<file path="config.mk">
export PLATFORM = sky130hd
export DESIGN_NAME = ordered_dither
export DESIGN_NICKNAME = d
export VERILOG_FILES = /design/src/rtl/od_pkg.sv /design/src/rtl/od_pos_tracker.sv /design/src/rtl/od_threshold_lut.sv /design/src/rtl/od_pipe_stage.sv /design/src/rtl/ordered_dither.sv
export SDC_FILE = /design/constraint.sdc
export NUM_CORES = 1
export LEC_CHECK = 0
export BUFFER_PORTS_ARGS = -buffer_cell sky130_fd_sc_hd__buf_2
export CAP_MARGIN = 15
export CORE_MARGIN = 1.5
export CORE_UTILIZATION = 50
export CTS_BUF_LIST = sky130_fd_sc_hd__clkbuf_8
export DETAILED_ROUTE_END_ITERATION = 7
export MAX_ROUTING_LAYER = met4
export PLACE_DENSITY = 0.85
export SYNTH_ARGS = -nofsm -noshare
export SYNTH_HDL_FRONTEND = slang
export SYNTH_SLANG_ARGS = --single-unit
</file>
<file path="constraint.sdc">
create_clock -name clk_i -period 3.4 [get_ports clk_i]
set_input_delay 0.68 -clock clk_i [delete_from_list [all_inputs] [get_ports clk_i]]
set_output_delay 0.68 -clock clk_i [all_outputs]
set_load 0.03 [all_outputs]
</file>
<file path="src/rtl/od_pkg.sv">
package od_pkg;
  localparam int unsigned LEVEL_W = 3;

  // eighth-scale level; each tile row is the base row rotated by two columns
  function automatic int unsigned tile_level(int unsigned row, int unsigned col);
    int unsigned k;
    k = (col + 2 * row) % 4;
    case (k)
      0:       return 1;
      1:       return 5;
      2:       return 7;
      default: return 3;
    endcase
  endfunction
endpackage

</file>
<file path="src/rtl/od_pos_tracker.sv">
module od_pos_tracker #(
  parameter int unsigned TILE_W = 4,
  parameter int unsigned TILE_H = 2,
  localparam int unsigned COL_W = (TILE_W > 1) ? $clog2(TILE_W) : 1,
  localparam int unsigned ROW_W = (TILE_H > 1) ? $clog2(TILE_H) : 1
) (
  input  logic             clk_i,
  input  logic             rst_ni,
  input  logic             step_i,
  input  logic             sol_i,
  output logic [COL_W-1:0] col_o,
  output logic [ROW_W-1:0] row_o
);
  logic [COL_W-1:0] col_q, col_nxt;
  logic [ROW_W-1:0] row_q, row_adv;
  logic             started_q;

  always_comb begin
    row_adv = (row_q == ROW_W'(TILE_H - 1)) ? '0 : row_q + 1'b1;
    col_o   = sol_i ? '0 : col_q;
    row_o   = sol_i ? (started_q ? row_adv : '0) : row_q;
    col_nxt = (col_o == COL_W'(TILE_W - 1)) ? '0 : col_o + 1'b1;
  end

  always_ff @(posedge clk_i or negedge rst_ni) begin
    if (!rst_ni) begin
      col_q     <= '0;
      row_q     <= '0;
      started_q <= 1'b0;
    end else if (step_i) begin
      col_q <= col_nxt;
      row_q <= row_o;
      if (sol_i) started_q <= 1'b1;
    end
  end

  a_r6_col_restart: assert property (@(posedge clk_i) disable iff (!rst_ni)
    step_i && sol_i |=> col_q == COL_W'((TILE_W > 1) ? 1 : 0));

  a_r6_first_line: assert property (@(posedge clk_i) disable iff (!rst_ni)
    step_i && sol_i && !started_q |=> row_q == '0);

  a_r5_col_wrap: assert property (@(posedge clk_i) disable iff (!rst_ni)
    step_i && !sol_i && col_q == COL_W'(TILE_W - 1) |=> col_q == '0);

  generate
    if (TILE_H > 1) begin : g_row_chk
      a_r6_row_change: assert property (@(posedge clk_i) disable iff (!rst_ni)
        step_i && sol_i && started_q |=> row_q != $past(row_q));
    end
  endgenerate
endmodule

</file>
<file path="src/rtl/od_threshold_lut.sv">
module od_threshold_lut #(
  parameter int unsigned PIX_W  = 8,
  parameter int unsigned TILE_W = 4,
  parameter int unsigned TILE_H = 2,
  localparam int unsigned COL_W = (TILE_W > 1) ? $clog2(TILE_W) : 1,
  localparam int unsigned ROW_W = (TILE_H > 1) ? $clog2(TILE_H) : 1
) (
  input  logic [COL_W-1:0] col_i,
  input  logic [ROW_W-1:0] row_i,
  output logic [PIX_W-1:0] thr_o
);
  localparam int unsigned SHIFT = PIX_W - od_pkg::LEVEL_W;

  logic [PIX_W-1:0] tab [TILE_H][TILE_W];

  for (genvar r = 0; r < TILE_H; r++) begin : g_row
    for (genvar c = 0; c < TILE_W; c++) begin : g_col
      assign tab[r][c] = PIX_W'(od_pkg::tile_level(r, c)) << SHIFT;
    end
  end

  assign thr_o = tab[row_i][col_i];
endmodule

</file>
<file path="src/rtl/od_pipe_stage.sv">
module od_pipe_stage #(
  parameter int unsigned WIDTH = 8
) (
  input  logic             clk_i,
  input  logic             rst_ni,
  input  logic             valid_i,
  output logic             ready_o,
  input  logic [WIDTH-1:0] data_i,
  output logic             valid_o,
  input  logic             ready_i,
  output logic [WIDTH-1:0] data_o
);
  logic             valid_q;
  logic [WIDTH-1:0] data_q;

  assign ready_o = !valid_q || ready_i;
  assign valid_o = valid_q;
  assign data_o  = data_q;

  always_ff @(posedge clk_i or negedge rst_ni) begin
    if (!rst_ni) begin
      valid_q <= 1'b0;
      data_q  <= '0;
    end else if (ready_o) begin
      valid_q <= valid_i;
      if (valid_i) data_q <= data_i;
    end
  end

  a_r9_hold: assert property (@(posedge clk_i) disable iff (!rst_ni)
    valid_o && !ready_i |=> valid_o && $stable(data_o));
endmodule

</file>
<file path="src/rtl/ordered_dither.sv">
module ordered_dither #(
  parameter int unsigned PIX_W  = 8,
  parameter int unsigned TILE_W = 4,
  parameter int unsigned TILE_H = 2
) (
  input  logic             clk_i,
  input  logic             rst_ni,
  input  logic             in_valid_i,
  output logic             in_ready_o,
  input  logic             in_sol_i,
  input  logic [PIX_W-1:0] in_pix_i,
  output logic             out_valid_o,
  input  logic             out_ready_i,
  output logic [PIX_W-1:0] out_pix_o
);
  localparam int unsigned COL_W = (TILE_W > 1) ? $clog2(TILE_W) : 1;
  localparam int unsigned ROW_W = (TILE_H > 1) ? $clog2(TILE_H) : 1;

  logic             accept;
  logic [COL_W-1:0] col;
  logic [ROW_W-1:0] row;
  logic [PIX_W-1:0] thr;
  logic             s1_valid, s2_ready;
  logic [2*PIX_W-1:0] s1_data;
  logic [PIX_W-1:0] s1_pix, s1_thr, decided;

  assign accept = in_valid_i && in_ready_o;

  od_pos_tracker #(.TILE_W(TILE_W), .TILE_H(TILE_H)) u_pos (
    .clk_i (clk_i),
    .rst_ni(rst_ni),
    .step_i(accept),
    .sol_i (in_sol_i),
    .col_o (col),
    .row_o (row)
  );

  od_threshold_lut #(.PIX_W(PIX_W), .TILE_W(TILE_W), .TILE_H(TILE_H)) u_lut (
    .col_i(col),
    .row_i(row),
    .thr_o(thr)
  );

  od_pipe_stage #(.WIDTH(2 * PIX_W)) u_s1 (
    .clk_i  (clk_i),
    .rst_ni (rst_ni),
    .valid_i(in_valid_i),
    .ready_o(in_ready_o),
    .data_i ({in_pix_i, thr}),
    .valid_o(s1_valid),
    .ready_i(s2_ready),
    .data_o (s1_data)
  );

  assign s1_pix  = s1_data[2*PIX_W-1:PIX_W];
  assign s1_thr  = s1_data[PIX_W-1:0];
  assign decided = (s1_pix > s1_thr) ? '1 : '0;

  od_pipe_stage #(.WIDTH(PIX_W)) u_s2 (
    .clk_i  (clk_i),
    .rst_ni (rst_ni),
    .valid_i(s1_valid),
    .ready_o(s2_ready),
    .data_i (decided),
    .valid_o(out_valid_o),
    .ready_i(out_ready_i),
    .data_o (out_pix_o)
  );

  a_r10_binary: assert property (@(posedge clk_i) disable iff (!rst_ni)
    out_valid_o |-> (out_pix_o == '0 || out_pix_o == '1));

  a_r11_stall_cause: assert property (@(posedge clk_i) disable iff (!rst_ni)
    !in_ready_o |-> out_valid_o && !out_ready_i);

  a_r8_advance: assert property (@(posedge clk_i) disable iff (!rst_ni)
    s1_valid && s2_ready |=> out_valid_o);

  a_r4_equal_black: assert property (@(posedge clk_i) disable iff (!rst_ni)
    s1_valid && s2_ready && s1_pix == s1_thr |=> out_pix_o == '0);
endmodule

</file>
# Word level (Yosys, flattened, before mapping)
# Index checks and enable logic that the tools add are counted.
# word_totals
register_bits	30
input_bits	13
output_inout_bits	10
word_cells	35
# op_classes
bitwise_logic	2
n_reduce_logical	8
n_eq_ne	1
muxes	12
add_sub_neg	2
magnitude_cmp	3
# op_table
cell	n
two-way mux 32 bit	3
two-way mux 8 bit	3
binary-select mux 8 bit (select 2 bit)	1
> comparator 8 bit	1
AND reduction 2 bit	3
two-way mux 2 bit	2
greater-or-equal comparator 3 bit, second input constant	1
two-way mux 1 bit	3
NOT 2 -> 3 bit	1
adder 2 x 1 -> 2 bit, second input constant	1
equality test 2 bit, second input constant	1
greater-or-equal comparator 2 bit, second input constant	1
logical NOT 1 bit	2
logical OR 1 bit	2
NOT 1 -> 2 bit	1
adder 1 bit, second input constant	1
logical AND 1 bit	1

# Depth between registers and ports, before layout
# Gate-level depths: netlist (run 1).
# logic_depth
ltp_word	11
mapped_depth	6
depth_no_buf	6

# Modules after synthesis
# From an unflattened synthesis (run 1), not the netlist that was laid out.
# hier_totals
hier_cells	112
hier_area_um2	1577.8
# by_module_without_submodules
mod	area_per_inst_um2	n_inst	cells_each	seq_area_each_um2
od_pipe_stage (u_s1)	695.7	1	37	425.4
od_pipe_stage (u_s2)	385.4	1	20	225.2
ordered_dither	215.2	1	28	0.0
od_pos_tracker	196.4	1	17	100.1
od_threshold_lut	85.1	1	10	0.0

# Worst setup path after synthesis (run 1)
# OpenSTA, ideal clock, no wires.
# synth_timing
path_type	input-to-reg
start	in out_ready_i
end	reg u_pos.col_q[0]
setup_time_ps	119
t_required_ps	3281
cell_stages	5
t_arrival_ps	1483
path_slack_ps	1798
n_path_buf	2
cell_sequence	nand3b_4 > and2_4 > buf_6 > buf_6 > o21a_1
# synth_between
elab_chain_len	3
# synth_lines
element	line	text
start: declaration	ordered_dither.sv:13	input logic out_ready_i,
logical OR 1 bit (2 in series)	od_pipe_stage.sv:16	assign ready_o = !valid_q || ready_i;
logical AND 1 bit	ordered_dither.sv:27	assign accept = in_valid_i && in_ready_o;
end signal: assignment	od_pos_tracker.sv:31	col_q <= col_nxt;
end: declaration	od_pos_tracker.sv:14	logic [COL_W-1:0] col_q, col_nxt;
# Every way passes these cells.
# A chain may end at the register's enable or synchronous reset.

# Final worst setup path (run 1)
# layout_timing
start	in out_ready_i
end	out in_ready_o
# layout_between
elab_chain_len	2
# layout_lines
element	line	text
logical OR 1 bit (2 in series)	od_pipe_stage.sv:16	
end: declaration	ordered_dither.sv:9	output logic in_ready_o,
# Every way passes these cells.

==> results of run 1 <==
[worst reg2reg max path: stages (launching register included)]
cell and delay, ns:
dfrtp_1 0.39, ha_1 0.28, nor4b_1 0.25, nand4_1 0.12, o21ai_0 0.09, o21ai_0 0.10
[routing by layer]
layer	vias to the layer above	GRT usage, %	part of all wire, %	wire [um]
li1	315	-	-	-
met1	309	18.4	47	656
met2	23	30.6	47	655
met3	6	2.40	4.0	56
met4	0	9.41	2.6	37
met5	-	-	0	0
[kinds of logic after synthesis]
group	Yosys count	share of synthesized area, %
adders and majority gates	3	4.20
buffers and inverters	13	10.2
xor gates and xnor gates	2	1.96
DFF	18	50.3
muxes	1	1.26
and+or+nand+nor	40	22.5
AOI/OAI and AO/OA	13	9.51
[layout make-up]
| cell class | instances | area share, % |
|---|---|---|
| clock buffers | 3 | 4.14 |
| inverters | 3 | 1.13 |
| multi-input cells | 59 | 35.4 |
| flip-flops and latches | 18 | 45.2 |
| well taps | 25 | 3.14 |
| repair buffers | 22 | 11.0 |
[cell usage after synthesis]
library cell / number / area (um2)
o211a_1: 1 / 10.0
xnor2_1: 1 / 8.76
o2bb2ai_1: 1 / 8.76
o21ai_0: 5 / 25.0
nand2_1: 26 / 97.6
a21oi_2: 1 / 8.76
ha_1: 3 / 37.5
nand2b_1: 5 / 31.3
nand4_1: 1 / 6.26
nand3b_1: 2 / 15.0
xor2_1: 1 / 8.76
buf_6: 2 / 22.5
dfrtp_1: 18 / 450
nor4b_1: 1 / 8.76
and2_4: 1 / 8.76
nand3b_4: 1 / 20.0
nor2b_1: 1 / 6.26
buf_4: 7 / 52.6
buf_2: 1 / 5.00
o21a_1: 2 / 15.0
o21ai_1: 2 / 10.0
nor2_1: 2 / 7.51
mux2_2: 1 / 11.3
inv_1: 3 / 11.3
o211ai_1: 1 / 7.51
[state kept, by name, indices dropped and copies added (netlist names)]
signal           cells
u_pos.started_q      1
u_pos.col_q          2
u_s2.data_o          1
u_s1.data_o         11
u_pos.row_q          1
u_s1.valid_o         1
u_s2.valid_o         1
[stage by stage]
stage          power (mW)  util, %  cells  cell area [um2]
6_report            0.647     58.4    130              997
5_1_grt             0.686     58.4    130              997
4_1_cts             0.653     58.4    130              997
3_5_place_dp        0.507     56.0    127              956
3_3_place_gp        0.499     56.0    127              956
2_1_floorplan       0.489        -     90              895
[power groups by stage]
stage               clock, mW  combinational [mW]  sequential, mW
floorplan                   0               0.202           0.288
global placement            0               0.221           0.278
detailed placement          0               0.226           0.281
CTS                     0.149               0.227           0.277
global route            0.158               0.246           0.283
finish                  0.146               0.224           0.276
[worst paths after layout]
kind	to	slack, ns	cells past startpoint
setup / recovery	in_ready_o	1.60	3
setup reg to reg	u_s2.data_o[6]	2.05	5
hold reg to reg	u_s1.data_o[5]	0.47	1
max in group asynchronous	u_s1.data_o[14]	2.78	1
hold / removal	u_s1.valid_o	0.34	1
min in group clk_i	u_s1.data_o[5]	0.47	1
==> out/qor.txt, run 1 <==
status: completed
register area share after synthesis: 50.3%
GRT Total Usage: 17.3%
Max clock buf depth: 2
syn nets: 106
CTS Hold Bufs: 0
largest net degree at the start of global routing: 19
Distinct cells, synth: 25
# fillers: 163
Tightest Pin Transition: 0.406 ns
global route total overflow: 0
IO Count: 23
CP Data Required Time: 2.72 ns
startpoint types: input pin
Fmax: 556 MHz
min-delay worst type: input pin to async pin
area of the multi-input gates: 353 um2
final net count: 123
Seq cells post-synth: 18
clk_skew: 0.00132 ns
Core ar.: 1710 um2
CP Max Fanout: 4
Relative slew margins: 72.9%
Fin Hold WS: 0.341 ns
critical path endpoint category: output pin
routed vias/inst: 5.02
area grow syn2layout: 11.5%
Combinational Power Share: 34.7%
critical path's largest stage delay: 0.18 ns
Internal: 0.404 mW
number of global-route vias before repair: 629
clock slew at reported path FFs: 0.06 ns
Place WS: 1.60 ns
Syn Inst Count: 90
GP Congestion: 0.708
final hold vios: 0
CTS H-tree lvls: 1
Die Span X: 45.3 um
Port-buffer cells: 22
TritonCTS sink count: 18
share of cells above drive strength 1: 27.6%
# setup viols final: 0
drt first pass iters: 4
Static Leak: 0.507 nW
Ys Warns: 0
Worst-Skew Late Latency: 0.25 ns
initial antenna violation count: 0
first-pass GRT wire length: 2440 um
P_sw: 0.242 mW
Synth Cell Area: 895 um2
crit path cell chain: buf_2, nand3b_4, buf_2
syn_area_per_cell: 9.94 um2
Remaining DRCs: 0
diode count: 0
WP buf/inv: 2
Period Utilization, post-route: 52.9%
power per cell area: 648 nW/um2
post-CTS sizing: 0
Post-CTS Setup Repair Bufs: 0
Crit path top cell by count: buf_2
Routed WL: 1410 um
via count: 653
CP Class: input pin to output pin
clock share of power: 22.6%
row count: 15
fin crit period: 1.80 ns
Die ar.: 2050 um2
drt wl/cell: 10.8 um
die height: 45.3 um
most frequent cells in the layout: 26 x nand2_1, 22 x buf_2, 18 x dfrtp_1, 5 x nand2b_1, 5 x o21ai_0
Seq pwr share: 42.7%
Iter 0 DRT Violations: 2
Num CTS Buffers: 3
fin. max-slew vios: 0
post-route setup slack: 1.60 ns
crit path from: out_ready_i
Final ANT Viol Nets: 0
switching part of the total: 37.5%
unrepaired setup endpoints after global routing: false
dpl hpwl: 1070 um
slowest CP cell: buf_2
CTS tree: built
initial core utilization: 52.4%
maximum VDD drop: 341 uV
CP delay by family, top: buffers and inverters
Root Buffer: clkbuf_8
Max-Cap Viols: 0
setup TNS: 0 ns
Arr. time, crit path: 1.12 ns
Sequential cell area: 450 um2
most common cell after layout, fill and taps aside: nand2_1
reg2reg start: u_s1.data_o[14]
Note: power is estimated with default switching activity, not from simulation.
==> inputs of run 2 (changes only) <==
clock period = 1.7 ns   (was 3.4 ns; I/O delays follow)
==> run 2 against run 1 <==
Hold slack lost 0.34 ns. Non-clock buffer count is the same. Flip-flop and latch count is the same. Cell count is the same. Worst setup slack lost 1.3 ns. Sequential share of layout area is the same. Critical endpoint is now u_s2.data_o[6].
==> out/qor.txt, run 2 (synthesized netlist as in run 1, its figures left out) <==
Iter 0 DRT Violations: 7
Post-CTS Setup Repair Bufs: 0
Static Leak: 0.507 nW
CP Max Fanout: 2
clk_skew: 0.00116 ns
final core utilization: 58.4%
number of global-route vias before repair: 521
fin. max-slew vios: 0
max reg flops: 11
setup TNS: 0 ns
area grow syn2layout: 11.5%
dpl hpwl: 1060 um
Sequential cell area: 450 um2
startpoint types: flop
clock slew at reported path FFs: 0.06 ns
drt wl/cell: 10.9 um
fin crit period: 1.36 ns
row count: 15
Core ar.: 1710 um2
Remaining DRCs: 0
diode count: 0
via count: 623
drt first pass iters: 4
most frequent cells in the layout: 26 x nand2_1, 22 x buf_2, 18 x dfrtp_1, 5 x nand2b_1, 5 x o21ai_0
final hold vios: 0
final net count: 123
CTS Hold Bufs: 0
largest net degree at the start of global routing: 19
Routed WL: 1420 um
Relative slew margins: 73.9%
initial core utilization: 52.4%
min-delay worst type: input pin to async pin
area of the multi-input gates: 353 um2
Num CTS Buffers: 3
Final ANT Viol Nets: 0
post-route cell area: 997 um2
critical path endpoint category: flop
# setup viols final: 0
initial antenna violation count: 0
Tightest Pin Transition: 0.391 ns
Die ar.: 2050 um2
global route total overflow: 0
unrepaired setup endpoints after global routing: false
Worst-Skew Late Latency: 0.25 ns
Port-buffer cells: 22
TritonCTS sink count: 18
share of cells above drive strength 1: 27.6%
Root Buffer: clkbuf_8
Arr. time, crit path: 1.50 ns
post-CTS sizing: 0
routed vias/inst: 4.79
Max clock buf depth: 2
status: completed
GRT Total Usage: 17.1%
IO Count: 23
Fin Hold WS: 0.00306 ns
power per cell area: 1300 nW/um2
CP Class: flop to flop
first-pass GRT wire length: 2300 um
Die Span X: 45.3 um
most common cell after layout, fill and taps aside: nand2_1
CTS H-tree lvls: 1
maximum VDD drop: 534 uV
CP Data Required Time: 1.84 ns
# fillers: 156
Period Utilization, post-route: 80.0%
Design Power: 1.29 mW
Max-Cap Viols: 0
area of placed instances: 956 um2
Fmax: 735 MHz
GP Congestion: 0.752
die height: 45.3 um
CTS tree: built
[run 2: cell counts in the layout (fill, tap and decap cells not counted)]
Identical to the previous run, type by type.
[run 2: critical path: stages, from the launching register on]
cell and delay (ns):
dfrtp_1 0.38, ha_1 0.29, nor4b_1 0.27, nand4_1 0.13
o21ai_0 0.09, o21ai_0 0.09
[run 2: metrics by stage]
step / worst slack, ns / std cells
final: 0.340 / 130
after global routing: 0.213 / 130
after CTS: 0.333 / 130
after detailed placement: 0.343 / 127
after global placement: 0.458 / 127
after floorplan: 0.241 / 90
[run 2: per-layer routing]
layer	GRT usage, %	part of all wire (%)	wire [um]
met2	24.9	48	673
met4	8.82	2.0	29
met5	-	0	0
met3	5.20	5.8	82
met1	21.5	44	629
[run 2: power by group]
| part | internal [mW] | switching, mW |
|---|---|---|
| clock | 0.157 | 0.135 |
| sequential | 0.497 | 0.0547 |
| combinational | 0.157 | 0.295 |
| total | 0.811 | 0.484 |
[run 2: final timing paths]
kind	from	end	slack (ns)	cells past startpoint
setup / recovery	u_s1.data_o[14]	u_s2.data_o[6]	0.34	5
hold / removal	rst_ni	u_s2.data_o[6]	0.003	1
setup reg to reg	u_s1.data_o[14]	u_s2.data_o[6]	0.34	5
hold reg to reg	u_s1.data_o[8]	u_s1.data_o[8]	0.47	2
max in group asynchronous	rst_ni	u_s1.data_o[12]	1.42	1
min in group clk_i	in_pix_i[0]	u_s1.data_o[8]	0.27	3
[run 2: layout make-up]
class	count	share of cell area [%]
inverter	3	1.13
sequential	18	45.2
timing repair buffer	22	11.0
tap	25	3.14
multi-input combinational	59	35.4
clock buffer	3	4.14
==> inputs of run 3 (changes only) <==
clock period = 1.4 ns   (was 1.7 ns; I/O delays follow)
==> run 3 against run 2 <==
Worst setup slack worse by 0.27 ns. Hold slack better by 0.21 ns. Cell count is 1.5% higher. Die area unchanged. Count of clock-buffer cells in the layout up 1. Critical path type unchanged.
==> out/qor.txt, run 3 (synthesized netlist as in run 1, its figures left out) <==
status: completed
Iter 0 DRT Violations: 6
maximum VDD drop: 829 uV
clk_skew: 0.000650 ns
via count: 618
# setup viols final: 0
Routed WL: 1490 um
routed vias/inst: 4.68
CP Max Fanout: 2
GRT Total Usage: 17.4%
Worst-Skew Late Latency: 0.25 ns
CP Data Required Time: 1.54 ns
min-delay worst type: input pin to flop
Core ar.: 1710 um2
post-route cell area: 1030 um2
drt first pass iters: 2
power per cell area: 1610 nW/um2
Die Span X: 45.3 um
initial antenna violation count: 0
Sequential cell area: 452 um2
Post-CTS Setup Repair Bufs: 0
unrepaired setup endpoints after global routing: false
Arr. time, crit path: 1.46 ns
die height: 45.3 um
initial core utilization: 52.4%
Die ar.: 2050 um2
IO Count: 23
largest net degree at the start of global routing: 19
final net count: 124
startpoint types: flop
area of placed instances: 957 um2
area of the multi-input gates: 359 um2
clock slew at reported path FFs: 0.07 ns
max reg flops: 11
most frequent cells in the layout: 26 x nand2_1, 22 x buf_2, 17 x dfrtp_1, 5 x nand2b_1
Relative slew margins: 74.0%
area grow syn2layout: 15.0%
Max-Cap Viols: 0
Port-buffer cells: 22
row count: 15
TritonCTS sink count: 18
diode count: 0
# fillers: 155
fin. max-slew vios: 0
Root Buffer: clkbuf_8
fin crit period: 1.33 ns
Max clock buf depth: 2
CTS H-tree lvls: 1
CP Class: flop to flop
CTS tree: built
Fmax: 752 MHz
first-pass GRT wire length: 2410 um
final hold vios: 0
critical path endpoint category: flop
GP Congestion: 0.770
Final ANT Viol Nets: 0
Period Utilization, post-route: 94.9%
Remaining DRCs: 0
Tightest Pin Transition: 0.388 ns
Num CTS Buffers: 3
drt wl/cell: 11.3 um
share of cells above drive strength 1: 29.9%
setup TNS: 0 ns
global route total overflow: 0
number of global-route vias before repair: 570
most common cell after layout, fill and taps aside: nand2_1
Static Leak: 0.520 nW
dpl hpwl: 1070 um
[run 3: cell count changes in the layout (fill, tap and decap cells not counted), sizes merged]
cell,before,now
dlygate4sd3,0,1
clkbuf,3,4
[run 3: metal layers]
layer | GRT usage [%] | part of all wire, %
met5 | - | 0
met4 | 5.29 | 0.34
met3 | 5.20 | 4.9
met2 | 28.0 | 49
met1 | 21.1 | 46
[run 3: cell type report]
type,count,share of cell area [%]
clock buffers,4,5.35
inverters,3,1.09
multi-input cells,59,34.9
flip-flops and latches,18,43.9
well taps,25,3.04
repair buffers,23,11.7
[run 3: worst paths after layout]
| path | start | end | slack, ns | cells past startpoint |
|---|---|---|---|---|
| min in group asynchronous | rst_ni | u_pos.col_q[1] | 0.48 | 2 |
| max reg2reg | u_s1.data_o[14] | u_s2.data_o[6] | 0.07 | 5 |
| min | in_pix_i[4] | u_s1.data_o[12] | 0.22 | 3 |
| max | u_s1.data_o[14] | u_s2.data_o[6] | 0.07 | 5 |
| max in group asynchronous | rst_ni | u_s2.valid_o | 0.62 | 2 |
| min reg2reg | u_s1.data_o[8] | u_s1.data_o[8] | 0.48 | 2 |
[run 3: what timing repair did]
action	4_1_cts	5_1_grt
hold buffers	1	0
hold endpoints to repair	18	0
setup endpoints to repair	0	1
gates resized for setup	0	2
[run 3: where the power goes]
group	switching [mW]	internal [mW]
combinational	0.366	0.198
clock	0.168	0.250
sequential	0.0704	0.603
[run 3: stage by stage]
| step | utilization [%] | std cells | total power [mW] | hold WS, ns | setup WS, ns |
|---|---|---|---|---|---|
| 6_report | 60.2 | 132 | 1.66 | 0.216 | 0.0709 |
| 2_1_floorplan | - | 90 | 1.19 | -0.0156 | 0.0578 |
| 4_1_cts | 59.9 | 132 | 1.66 | 0.213 | 0.0315 |
| 5_1_grt | 60.2 | 132 | 1.75 | 0.213 | 0.0141 |
| 3_3_place_gp | 56.0 | 127 | 1.21 | 0.224 | 0.157 |
| 3_5_place_dp | 56.0 | 127 | 1.24 | 0.231 | 0.0619 |
[run 3: critical path: stages, from the launching register on]
cell and delay, ns:
dfrtp_1 0.39, ha_1 0.30, nor2b_1 0.16, o21a_1 0.17, o21ai_1 0.12, o21ai_0 0.08
